### src/rtl/hsc_pkg.sv
package hsc_pkg;
   typedef enum logic [1:0] {
      CLS_RAW = 2'd0,
      CLS_WAR = 2'd1,
      CLS_WAW = 2'd2,
      CLS_RAR = 2'd3
   } hz_class_e;

   typedef enum logic [2:0] {
      SCP_NONE   = 3'd0,
      SCP_OP     = 3'd1,
      SCP_UNIT   = 3'd2,
      SCP_PIPE   = 3'd3,
      SCP_GLOBAL = 3'd4
   } scope_e;

   // Codes above global are folded onto global (safe side).
   function automatic scope_e sat_scope(input logic [2:0] code);
      if (code > 3'd4) return SCP_GLOBAL;
      return scope_e'(code);
   endfunction
endpackage

### src/rtl/hsc_table.sv
module hsc_table
   import hsc_pkg::*;
#(
   parameter int NUM_SRC = 8,
   parameter int SRC_AW  = (NUM_SRC > 1) ? $clog2(NUM_SRC) : 1
) (
   input  logic                     clk,
   input  logic                     rst_n,
   input  logic                     wr_en,
   input  logic [SRC_AW-1:0]        wr_idx,
   input  logic [1:0]               wr_class,
   input  logic [2:0]               wr_scope,
   input  logic [NUM_SRC-1:0]       flag_q,
   output logic [NUM_SRC-1:0][2:0]  eff_scope
);
   hz_class_e cls_q [NUM_SRC];
   scope_e    scp_q [NUM_SRC];

   for (genvar g = 0; g < NUM_SRC; g++) begin : g_ent
      always_ff @(posedge clk or negedge rst_n) begin
         if (!rst_n) begin
            cls_q[g] <= CLS_RAW;
            scp_q[g] <= SCP_NONE;
         end else if (wr_en && (wr_idx == SRC_AW'(g))) begin
            cls_q[g] <= hz_class_e'(wr_class);
            scp_q[g] <= sat_scope(wr_scope);
         end
      end

      // A read-after-read entry never produces a stall.
      always_comb begin
         if (flag_q[g] && (cls_q[g] != CLS_RAR)) eff_scope[g] = scp_q[g];
         else                                    eff_scope[g] = SCP_NONE;
      end

      assert_write_lands_R12 : assert property (@(posedge clk) disable iff (!rst_n)
         (wr_en && wr_idx == SRC_AW'(g)) |=> (scp_q[g] == sat_scope($past(wr_scope))));
      assert_rar_silent_R2 : assert property (@(posedge clk) disable iff (!rst_n)
         (cls_q[g] == CLS_RAR) |-> (eff_scope[g] == SCP_NONE));
   end
endmodule

### src/rtl/hsc_scope.sv
module hsc_scope
   import hsc_pkg::*;
#(
   parameter int NUM_SRC   = 8,
   parameter int NUM_UNITS = 4,
   parameter int NUM_PIPES = 2
) (
   input  logic                     clk,
   input  logic                     rst_n,
   input  logic [NUM_SRC-1:0][2:0]  eff_scope,
   output logic [NUM_SRC-1:0]       op_hold,
   output logic [NUM_UNITS-1:0]     unit_stall,
   output logic [NUM_PIPES-1:0]     pipe_stall,
   output logic                     global_stall
);
   logic                 any_global;
   logic [NUM_UNITS-1:0] unit_req;
   logic [NUM_PIPES-1:0] pipe_req;

   always_comb begin
      any_global = 1'b0;
      unit_req   = '0;
      pipe_req   = '0;
      for (int i = 0; i < NUM_SRC; i++) begin
         if (eff_scope[i] == SCP_GLOBAL) any_global = 1'b1;
         if (eff_scope[i] == SCP_UNIT)   unit_req[i % NUM_UNITS] = 1'b1;
         if (eff_scope[i] == SCP_PIPE)   pipe_req[(i % NUM_UNITS) % NUM_PIPES] = 1'b1;
      end
   end

   assign global_stall = any_global;

   for (genvar p = 0; p < NUM_PIPES; p++) begin : g_pipe
      assign pipe_stall[p] = pipe_req[p] & ~any_global;
   end

   for (genvar u = 0; u < NUM_UNITS; u++) begin : g_unit
      localparam int PU = u % NUM_PIPES;
      assign unit_stall[u] = unit_req[u] & ~pipe_req[PU] & ~any_global;
      assert_unit_yields_R7 : assert property (@(posedge clk) disable iff (!rst_n)
         unit_stall[u] |-> !pipe_stall[PU]);
   end

   for (genvar s = 0; s < NUM_SRC; s++) begin : g_op
      localparam int SU = s % NUM_UNITS;
      localparam int SP = SU % NUM_PIPES;
      assign op_hold[s] = (eff_scope[s] == SCP_OP) & ~unit_req[SU] & ~pipe_req[SP] & ~any_global;
      assert_op_yields_R7 : assert property (@(posedge clk) disable iff (!rst_n)
         op_hold[s] |-> (!unit_stall[SU] && !pipe_stall[SP]));
   end

   assert_global_alone_R6 : assert property (@(posedge clk) disable iff (!rst_n)
      global_stall |-> (op_hold == '0 && unit_stall == '0 && pipe_stall == '0));
endmodule

### src/rtl/hsc_loaduse.sv
module hsc_loaduse #(
   parameter int REG_AW         = 5,
   parameter bit ZERO_REG_FIXED = 1'b1
) (
   input  logic              clk,
   input  logic              rst_n,
   input  logic              ex_load_valid,
   input  logic [REG_AW-1:0] ex_rd,
   input  logic              id_valid,
   input  logic [REG_AW-1:0] id_rs1,
   input  logic              id_rs1_used,
   input  logic [REG_AW-1:0] id_rs2,
   input  logic              id_rs2_used,
   output logic              interlock
);
   logic dst_live;
   logic hit;

   if (ZERO_REG_FIXED) begin : g_zero_fixed
      assign dst_live = (ex_rd != '0);
   end else begin : g_zero_plain
      assign dst_live = 1'b1;
   end

   assign hit = (id_rs1_used && (id_rs1 == ex_rd)) || (id_rs2_used && (id_rs2 == ex_rd));
   assign interlock = ex_load_valid & id_valid & dst_live & hit;

   assert_no_load_no_lock_R10 : assert property (@(posedge clk) disable iff (!rst_n)
      !ex_load_valid |-> !interlock);
endmodule

### src/rtl/hazard_scope_ctrl.sv
module hazard_scope_ctrl
   import hsc_pkg::*;
#(
   parameter int NUM_SRC        = 8,
   parameter int NUM_UNITS      = 4,
   parameter int NUM_PIPES      = 2,
   parameter int REG_AW         = 5,
   parameter bit ZERO_REG_FIXED = 1'b1,
   localparam int SRC_AW        = (NUM_SRC > 1) ? $clog2(NUM_SRC) : 1
) (
   input  logic                 clk,
   input  logic                 rst_n,
   input  logic                 cfg_we,
   input  logic [SRC_AW-1:0]    cfg_addr,
   input  logic [1:0]           cfg_class,
   input  logic [2:0]           cfg_scope,
   input  logic [NUM_SRC-1:0]   haz_flag,
   input  logic                 ex_load_valid,
   input  logic [REG_AW-1:0]    ex_rd,
   input  logic                 id_valid,
   input  logic [REG_AW-1:0]    id_rs1,
   input  logic                 id_rs1_used,
   input  logic [REG_AW-1:0]    id_rs2,
   input  logic                 id_rs2_used,
   output logic [NUM_SRC-1:0]   op_hold,
   output logic [NUM_UNITS-1:0] unit_stall,
   output logic [NUM_PIPES-1:0] pipe_stall,
   output logic                 global_stall,
   output logic                 front_hold,
   output logic                 nop_insert
);
   if (NUM_SRC < 1 || NUM_UNITS < 1 || NUM_PIPES < 1) begin : g_bad_count
      $error("hazard_scope_ctrl: every count must be at least 1");
   end
   if (NUM_UNITS > NUM_SRC || NUM_PIPES > NUM_UNITS) begin : g_bad_map
      $error("hazard_scope_ctrl: need NUM_PIPES <= NUM_UNITS <= NUM_SRC");
   end
   if (REG_AW < 1) begin : g_bad_reg
      $error("hazard_scope_ctrl: REG_AW must be positive");
   end

   logic [NUM_SRC-1:0]      flag_q;
   logic [NUM_SRC-1:0][2:0] eff_scope;
   logic                    lu_lock;

   always_ff @(posedge clk or negedge rst_n) begin
      if (!rst_n) flag_q <= '0;
      else        flag_q <= haz_flag;
   end

   hsc_table #(.NUM_SRC(NUM_SRC), .SRC_AW(SRC_AW)) u_table (
      .clk(clk), .rst_n(rst_n),
      .wr_en(cfg_we), .wr_idx(cfg_addr), .wr_class(cfg_class), .wr_scope(cfg_scope),
      .flag_q(flag_q), .eff_scope(eff_scope)
   );

   hsc_scope #(.NUM_SRC(NUM_SRC), .NUM_UNITS(NUM_UNITS), .NUM_PIPES(NUM_PIPES)) u_scope (
      .clk(clk), .rst_n(rst_n), .eff_scope(eff_scope),
      .op_hold(op_hold), .unit_stall(unit_stall), .pipe_stall(pipe_stall),
      .global_stall(global_stall)
   );

   hsc_loaduse #(.REG_AW(REG_AW), .ZERO_REG_FIXED(ZERO_REG_FIXED)) u_loaduse (
      .clk(clk), .rst_n(rst_n),
      .ex_load_valid(ex_load_valid), .ex_rd(ex_rd), .id_valid(id_valid),
      .id_rs1(id_rs1), .id_rs1_used(id_rs1_used),
      .id_rs2(id_rs2), .id_rs2_used(id_rs2_used),
      .interlock(lu_lock)
   );

   assign front_hold = lu_lock | global_stall;
   assign nop_insert = lu_lock & ~global_stall;

   assert_flag_sampled_R3 : assert property (@(posedge clk) disable iff (!rst_n)
      1'b1 |=> (flag_q == $past(haz_flag)));
   assert_bubble_holds_R9 : assert property (@(posedge clk) disable iff (!rst_n)
      nop_insert |-> front_hold);
   assert_frozen_no_bubble_R13 : assert property (@(posedge clk) disable iff (!rst_n)
      global_stall |-> (front_hold && !nop_insert));
endmodule

### config.mk
export PLATFORM = sky130hd
export DESIGN_NAME = hazard_scope_ctrl
export DESIGN_NICKNAME = d
export VERILOG_FILES = /design/src/rtl/hsc_pkg.sv /design/src/rtl/hsc_table.sv /design/src/rtl/hsc_scope.sv /design/src/rtl/hsc_loaduse.sv /design/src/rtl/hazard_scope_ctrl.sv
export SDC_FILE = /design/constraint.sdc
export NUM_CORES = 1
export LEC_CHECK = 0
export BUFFER_PORTS_ARGS = -buffer_cell sky130_fd_sc_hd__buf_2
export CORE_ASPECT_RATIO = 0.75
export CORE_MARGIN = 2
export CORE_UTILIZATION = 54
export DETAILED_ROUTE_END_ITERATION = 10
export GPL_TIMING_DRIVEN = 0
export PLACE_DENSITY = 0.91
export SETUP_SLACK_MARGIN = 0.1
export SYNTH_ARGS = -nofsm -noshare
export SYNTH_HDL_FRONTEND = slang
export SYNTH_HIERARCHICAL = 1
export SYNTH_SLANG_ARGS = --single-unit
### constraint.sdc
create_clock -name clk -period 2.4 [get_ports clk]
set_input_delay 0.36 -clock clk [delete_from_list [all_inputs] [get_ports clk]]
set_output_delay 0.36 -clock clk [all_outputs]
set_load 0.02 [all_outputs]
* Yosys cells after proc, flatten, opt, wreduce, memory -nomap -nowiden
Index checks and enable logic that the tools add are counted.
** Cells by class
- $lt $le $gt $ge :: 1
- Equality and inequality tests :: 49
- Multiplexer cells :: 50
- Bitwise logic cells :: 46
- Reduce and logical (&&, ||, !) cells :: 21
** Operator list (count)
- $eq 3x2->1 const B :: 18
- $mux 3 :: 17
- $and 1x1->1 :: 38
- $eq 3x3->1 const B :: 12
- $mux 1 :: 33
- $eq 3x1->1 const B :: 9
- $logic_and 1x1->1 :: 18
- $ne 2x2->1 const B :: 8
- $eq 5x5->1 :: 2
- $not 1->1 :: 7
- $reduce_bool 5->1 :: 1
- $gt 3x3->1 const B :: 1
- $logic_not 3->1 :: 1
- $logic_or 1x1->1 :: 1
- $or 1x1->1 :: 1
** Word-level totals
- Bits in registers :: 48
- Output and inout port bits :: 17
- Word-level logic and storage cells :: 184

* Longest topological paths before layout
Gate-level depths: netlist of the first run.
- Depth after elaboration :: 14
- Mapped depth :: 8

* Modules after synthesis
The synthesis of the first run kept the hierarchy.
** By module, submodules not included
- hsc_table :: instances 1, cells an instance 124, area an instance 1788.0 um^2, seq. area each 1001.0 um^2
- hsc_scope :: instances 1, cells an instance 59, area an instance 449.2 um^2, seq. area each 0.0 um^2
- hazard_scope_ctrl :: instances 1, cells an instance 10, area an instance 215.2 um^2, seq. area each 200.2 um^2
- hsc_loaduse :: instances 1, cells an instance 17, area an instance 135.1 um^2, seq. area each 0.0 um^2

* Worst setup path after synthesis of the first run
Ideal clock, no wire load.
- Path kind :: reg-to-output
- Start point :: register u_table/cls_q[6] in the netlist's numbering
- End point :: output port nop_insert
- Data arrival time :: 1.822 ns
- Data required time :: 2.040 ns
- Path slack :: 0.218 ns
- Stages on the path, launching flop included :: 9
- Path buffers :: 1
- Path through :: dfrtp_1 > a21boi_0 > and2_1 > inv_1 > or3_1 > o311a_2 > nand3_4 > buf_6 > and2b_2
** RTL lines
- start: declaration :: RTL line hsc_table.sv:16 : hz_class_e cls_q [NUM_SRC];
- start signal: indexed assignment :: RTL line hsc_table.sv:25 : cls_q[g] <= hz_class_e'(wr_class);
- end: declaration :: RTL line hazard_scope_ctrl.sv:30 : output logic nop_insert

==> metrics.md, run 1 <==
| Metric | Value |
|---|---|
| Core ar. | `4550 um2` |
| Layout Utilization | `72.3%` |
| Post-synth EDFFs | `0` |
| Fmax | `384 MHz` |
| Htree depth | `2` |
| Max rail drop VDD | `roughly 0.00047 V` |
| Max cap viols | `0` |
| Via/cell ratio | `about 5.6` |
| Vias in the first global route | `1870` |
| Die Ht | `about 64 um` |
| Unrepaired setup endpoints after global routing | `true` |
| Final Skew | `0 ns` |
| Met3 usage | `5.30%` |
| Syn Nets | `248` |
| Synth top area share | `46.4%` |
| Worst-margin pin slew | `0.999 ns` |
| Register area share after synthesis | `46.4%` |
| Final min period | `approximately 2.6 ns` |
| Final Hold Fails | `0` |
| DRT Wirelength | `5540 um` |
| Drt pass-1 iters | `4` |
| RD Place Congestion | `~0.89` |
| CP bufs+invs | `3` |
| Slew headroom | `33.4%` |
| Worst Hold Class | `in -> reg` |
| Overflow after GRT | `0` |
| Worst-skew pair later-pin latency | `around 0.30 ns` |
| Post-Syn Area | `2590 um2` |
| Worst path max stage delay | `about 0.40 ns` |
| Final period util | `109%` |
| Warnings, synthesis | `6` |
| Outcome | `finished with violations` |
| Area grow syn2layout | `27.0%` |
| Area contributors post-synth | `dfrtp_1 (46%), mux2_2 (17%), and2_1 (5.8%), nor3_2 (3.5%), xor2_1 (2.7%)` |
| Final setup fails | `16` |
| Vias | `1906` |
| Cell family with most CP delay | `simple AND/OR/NAND/NOR gates` |
| Clock transition at the registers of the reported paths | `0.08 ns` |
| Fraction of registers with async set/reset | `100%` |
| Initial antenna violation count | `0` |
| Fin worst setup slack | `-0.204 ns` |
| Failing checks | `negative setup slack` |
| CP startpoint kind | `flop` |
| WP data arrival | `approximately 2.2 ns` |
| Crit path required time | `2.04 ns` |
| M1 GR Usage | `~29%` |
| Root Driver | `clkbuf_8` |
| Share of layout cells above drive strength 1 | `55.9%` |
| Reg2Reg Depth | `1` |
| Die ar. | `5370 um2` |
| CTS sink count | `48` |
| Area leader, netlist | `dfrtp_1` |
| Antenna Cells | `0` |
| Max Slew Vio Count | `0` |
| Post-CTS Hold Buffers | `0` |
| CTS tree | `yes` |
| GRT Util Overall | `22.2%` |
| Busiest layer in global routing | `met2` |
| PortBufs | `52` |
| Num rows | `21` |
| Top-count cell post-synth | `dfrtp_1` |
| Crit path capture type | `output pin` |
| Final #Nets | `318` |
| Clock buffer count from CTS | `5` |
| GRT met2 Usage | `36.8%` |
| Initial DRC Count | `between 60 and 70` |
| Leakage power | `1.46 nW` |
| Critical Path, Cell by Cell | `a21boi_2, and2_4, inv_2, or3_4, o311a_4, nand3_4, buf_8, and2b_2, buf_6` |
| CP max stage cell | `dfrtp_1` |
| DPL Wire Length | `roughly 3900 um` |
| Chip width | `83.9 um` |
| Clk buf depth | `2` |
| Mapped Cells | `210` |
| Number of distinct library cells after synthesis | `35` |
| Flops & latches, synth | `48` |
| Top FF cell, synth | `dfrtp_1` |
| DRC viols | `0` |
| Hold Crit Depth | `1` |
| Avg Cell Area, Syn | `12.3 um2` |
| Initial Util | `56.9%` |
| Detail Route Antenna Nets | `0` |
| Power per Cell Area | `700 nW/um2` |
| First-pass GRT wire length | `9290 um` |
| R2R setup slack | `1.61 ns` |
| Largest net degree at the start of global routing | `49` |
| Total power | `2.30 mW` |
| WL per Instance | `approximately 16 um` |
| I/O Pins | `55` |
| Crit. path cell count | `9` |
| WS Path Type | `reg -> out` |
| Setup TNS | `-1.70 ns` |
| Post-synth top cells | `dfrtp_1 (48), mux2_2 (40), and2_1 (24)` |
| Crit-path max FO | `6` |
[through the flow]
stage	std cells	hold slack [ns]	setup WS, ns	cell area (um2)
after floorplan	210	0.0644	0.218	2590
after global placement	319	0.467	-0.0931	2920
after detailed placement	319	0.470	-0.161	2920
after CTS	335	0.157	-0.113	3240
after global routing	338	0.150	-0.294	3290
final	338	0.162	-0.204	3290
[path summary, 6_finish.rpt]
path                                                  to                          start
min in group asynchronous  u_table/scp_q[21]$_DFFE_PN0P_                          rst_n
max in group asynchronous  u_table/cls_q[11]$_DFFE_PN0P_                          rst_n
hold / removal                       flag_q[5]$_DFF_PN0_                    haz_flag[5]
hold reg to reg            u_table/scp_q[15]$_DFFE_PN0P_  u_table/scp_q[15]$_DFFE_PN0P_
setup / recovery                              nop_insert   u_table/cls_q[7]$_DFFE_PN0P_
setup reg to reg            u_table/scp_q[3]$_DFFE_PN0P_   u_table/scp_q[3]$_DFFE_PN0P_
[layout make-up]
type,count,area [um2]
Sequential cell,48,1200
Timing Repair Buffer,63,430
Buffer,3,23.8
Multi-Input combinational cell,157,1460
Inverter,2,7.51
Fill cell,321,1260
Clock inverter,2,10.0
Tap cell,57,71.3
Clock buffer,6,82.6
[power breakdown]
part | switching (mW) | total, mW | internal, mW
sequential | 0.0824 | 1.03 | 0.950
combinational | 0.356 | 0.782 | 0.427
clock | 0.255 | 0.485 | 0.230
[timing repair]
| action | in CTS | in global routing |
|---|---|---|
| cloned | 1 | 0 |
| endpoints found under the setup margin | 17 | 17 |
| pin swaps | 19 | 5 |
| gates resized for setup | 53 | 7 |
| endpoints found under the hold margin | 0 | 0 |
| buffers inserted | 7 | 3 |
[cells by family (layout without fill, tap and decap cells)]
kind of cell    count (synthesis)  count (layout)  synth area share, %
compound gates                 16              16                 5.37
xor+xnor                       10              10                 3.39
buf+inv                         5              76                 1.06
flops                          48              48                 46.4
mux                            40              40                 17.4
simple gates                   91              91                 26.4
[cell usage in the layout (no fill, tap or decap), types with 2 or more instances in the layout]
master,Yosys,layout
nand3b_1,4,4
or4b_1,6,6
buf_2,0,37
nand4b_1,3,3
clkinv_2,0,2
xor2_1,8,8
nand3_2,0,2
nor3_2,9,8
nor3_1,3,2
a32oi_1,2,2
nor2_1,10,9
buf_6,1,6
clkbuf_8,0,6
a22oi_2,2,3
dfrtp_1,48,48
and2_1,24,16
buf_4,0,18
nor2b_1,6,5
nand3_1,4,2
and4bb_4,3,3
and2_4,0,8
xnor2_1,2,2
buf_8,0,2
a21boi_2,0,7
nor3b_1,8,8
nor3_4,0,2
mux2_2,40,40
nor4_1,2,2
[metal layers]
layer  vias up  part of all wire [%]
met3        11                   6.2
met4         0                   1.9
li1        911                     -
met1       913                    45
met5         -                     0
met2        71                    47
[sequential cells by signal, summed over array words and instances, names as in the netlist]
signal and flops:
u_table/scp_q 24, flag_q 8, u_table/cls_q 16
Note: power is estimated with default switching activity, not from simulation.
==> inputs of run 2 (changes only) <==
- CORE_UTILIZATION: 54 -> 43
- PLACE_DENSITY: 0.91 -> 0.77
==> run 2 against run 1 <==
The flow still finishes with violations (negative setup slack). Core utilization is 15 points lower. Final area is 1.8% higher. Count of clock-buffer cells in the layout stayed put. Non-clock buffer count stayed put. Sequential share of layout area is 0.66 points lower. Worst hold slack worse by 0.0033 ns. Setup slack better by 0.049 ns. Largest power group unchanged. Critical path depth stayed put. Die area is 24% higher. Critical endpoint unchanged.
==> metrics.md, run 2 (same netlist as run 1, synthesis figures left out) <==
| Metric | Value |
|---|---|
| Fmax | `391 MHz (+1.9%)` |
| Reg2Reg Depth | `2 (+1)` |
| Final period util | `106% (-2.0 points)` |
| Crit path capture type | `output pin` |
| Final setup fails | `16 (unchanged)` |
| Root Driver | `clkbuf_8` |
| Final Skew | `0 ns (unchanged)` |
| Via/cell ratio | `5.29 (-6.2%)` |
| Max rail drop VDD | `0.000378 V (-20%)` |
| Unrepaired setup endpoints after global routing | `true` |
| Most frequent cells in the layout | `dfrtp_1 (48), mux2_2 (40), buf_2 (35), buf_4 (21), and2_1 (13)` |
| Chip width | `93.6 um (+11%)` |
| Initial antenna violation count | `0 (unchanged)` |
| Setup TNS | `-1.00 ns (+0.697 ns)` |
| Max reg flops | `24 (unchanged)` |
| First-pass GRT wire length | `9160 um (-1.3%)` |
| Core ar. | `5830 um2 (+28%)` |
| Commonest non-fill, non-tap cell in the layout | `dfrtp_1` |
| Crit-path max FO | `6 (unchanged)` |
| Max Slew Vio Count | `0 (unchanged)` |
| Max cap viols | `0 (unchanged)` |
| Clock transition at the registers of the reported paths | `0.08 ns (about the same)` |
| Antenna Cells | `0 (unchanged)` |
| GRT Util Overall | `17.9% (-4.2 points)` |
| Clk buf depth | `2 (unchanged)` |
| Final min period | `2.56 ns (-0.0491 ns)` |
| Initial Util | `44.4% (-13 points)` |
| Failing checks | `negative setup slack` |
| CTS tree | `yes` |
| Worst Hold Class | `in -> reg` |
| Total power | `2.28 mW (-0.89%)` |
| Area grow syn2layout | `29.4%` |
| Outcome | `finished with violations` |
| WP data arrival | `2.20 ns (-0.04 ns)` |
| Drt pass-1 iters | `4 (unchanged)` |
| Dpl ws | `-0.180 ns (-0.0183 ns)` |
| RD Place Congestion | `0.764 (-14%)` |
| Slew headroom | `30.7% (-2.7 points)` |
| Power per Cell Area | `681 nW/um2 (-2.7%)` |
| DRT Wirelength | `5650 um (+1.9%)` |
| Clock buffer count from CTS | `5 (unchanged)` |
| Vias | `1898 (-0.42%)` |
| I/O Pins | `55 (unchanged)` |
| Die ar. | `6660 um2 (+24%)` |
| Htree depth | `2 (unchanged)` |
| Leakage power | `1.46 nW (+0.40%)` |
| Hold Crit Depth | `1 (unchanged)` |
| Final Hold Fails | `0 (unchanged)` |
| Die Ht | `71.2 um (+11%)` |
| CP startpoint kind | `flop` |
| Initial DRC Count | `46 (-25%)` |
| Vias in the first global route | `1948 (+4.2%)` |
| Share of layout cells above drive strength 1 | `58.7% (+2.8 points)` |
| Fin worst setup slack | `-0.155 ns (+0.0491 ns)` |
| Worst-skew pair later-pin latency | `0.30 ns (about the same)` |
| Crit path required time | `2.04 ns (about the same)` |
| Largest net degree at the start of global routing | `49 (unchanged)` |
| CTS sink count | `48 (unchanged)` |
| Worst-margin pin slew | `1.04 ns (+0.0406 ns)` |
| Largest regs | `u_table/scp_q x24, u_table/cls_q x16, flag_q x8` |
| Detail Route Antenna Nets | `0 (unchanged)` |
| Num rows | `24 (+14%)` |
| WL per Instance | `15.7 um (-4.0%)` |
| DRC viols | `0 (unchanged)` |
| PortBufs | `52 (unchanged)` |
| Overflow after GRT | `0 (unchanged)` |
| DPL Wire Length | `3950 um (+1.2%)` |
| Largest Register | `u_table/scp_q` |
| WS Path Type | `reg -> out` |
| Final #Nets | `318 (unchanged)` |
-- run 2: changes by cell type in the layout (fill, tap and decap cells not counted), moves of 2 or more --
cell,delta
buf_2,-2
buf_4,+3
nor3_2,+2
and2_2,+3
nor3_1,-2
nor2b_1,-2
and2_1,-3
-- run 2: per-stage QoR --
| stage | area [um2] | utilization (%) | std cells | hold WS [ns] |
|---|---|---|---|---|
| 5_1_grt | 3350 | 57.5 | 359 | 0.145 |
| 3_3_place_gp | 2950 | 50.6 | 340 | 0.467 |
| 6_report | 3350 | 57.5 | 359 | 0.159 |
| 4_1_cts | 3290 | 56.4 | 358 | 0.145 |
| 2_1_floorplan | 2590 | - | 210 | 0.0644 |
| 3_5_place_dp | 2950 | 50.6 | 340 | 0.469 |
-- run 2: final timing paths --
check	slack, ns	endpoint	start
setup reg to reg	1.51	u_table/cls_q[1]$_DFFE_PN0P_	u_table/cls_q[1]$_DFFE_PN0P_
hold reg to reg	0.50	u_table/scp_q[2]$_DFFE_PN0P_	u_table/scp_q[2]$_DFFE_PN0P_
min in group asynchronous	0.23	flag_q[0]$_DFF_PN0_	rst_n
max in group asynchronous	1.52	u_table/scp_q[22]$_DFFE_PN0P_	rst_n
setup / recovery	-0.16	nop_insert	u_table/cls_q[6]$_DFFE_PN0P_
hold / removal	0.16	flag_q[3]$_DFF_PN0_	haz_flag[3]
-- run 2: cell type report --
class	count	area (um2)
flip-flops and latches	48	1200
repair buffers	63	432
multi-input cells	157	1490
inverters	2	7.51
fillers	521	2480
well taps	78	97.6
clock buffers	6	82.6
clock inverters	2	10.0
plain buffers	3	23.8
-- run 2: per-layer routing --
layer	vias to the layer above	routed length, um	track usage [%]
met5	-	0	0
met2	61	2570	29.8
met4	0	77	5.31
met3	8	370	3.83
li1	906	-	-
met1	923	2630	23.8
-- run 2: worst max-delay path: stages (launching register included) --
cell and delay (ns):
dfrtp_1 0.39, a21boi_2 0.21, and2_4 0.18, inv_2 0.04, or3_4 0.33, o311a_4 0.15
nand3_4 0.11, buf_8 0.13, and2b_2 0.22, buf_6 0.13
-- run 2: power breakdown --
part           internal (mW)  total, mW  switching (mW)
logic                  0.413      0.769           0.356
clock network          0.230      0.485           0.255
registers              0.950       1.03          0.0756
total                   1.59       2.28           0.686
-- run 2: repair_timing --
| action | 4_1_cts | 5_1_grt |
|---|---|---|
| gates resized for setup | 56 | 15 |
| pin swaps | 18 | 7 |
| endpoints found under the setup margin | 17 | 17 |
| hold buffers | 0 | 0 |
| setup buffers | 9 | 1 |
| gates cloned | 1 | 0 |
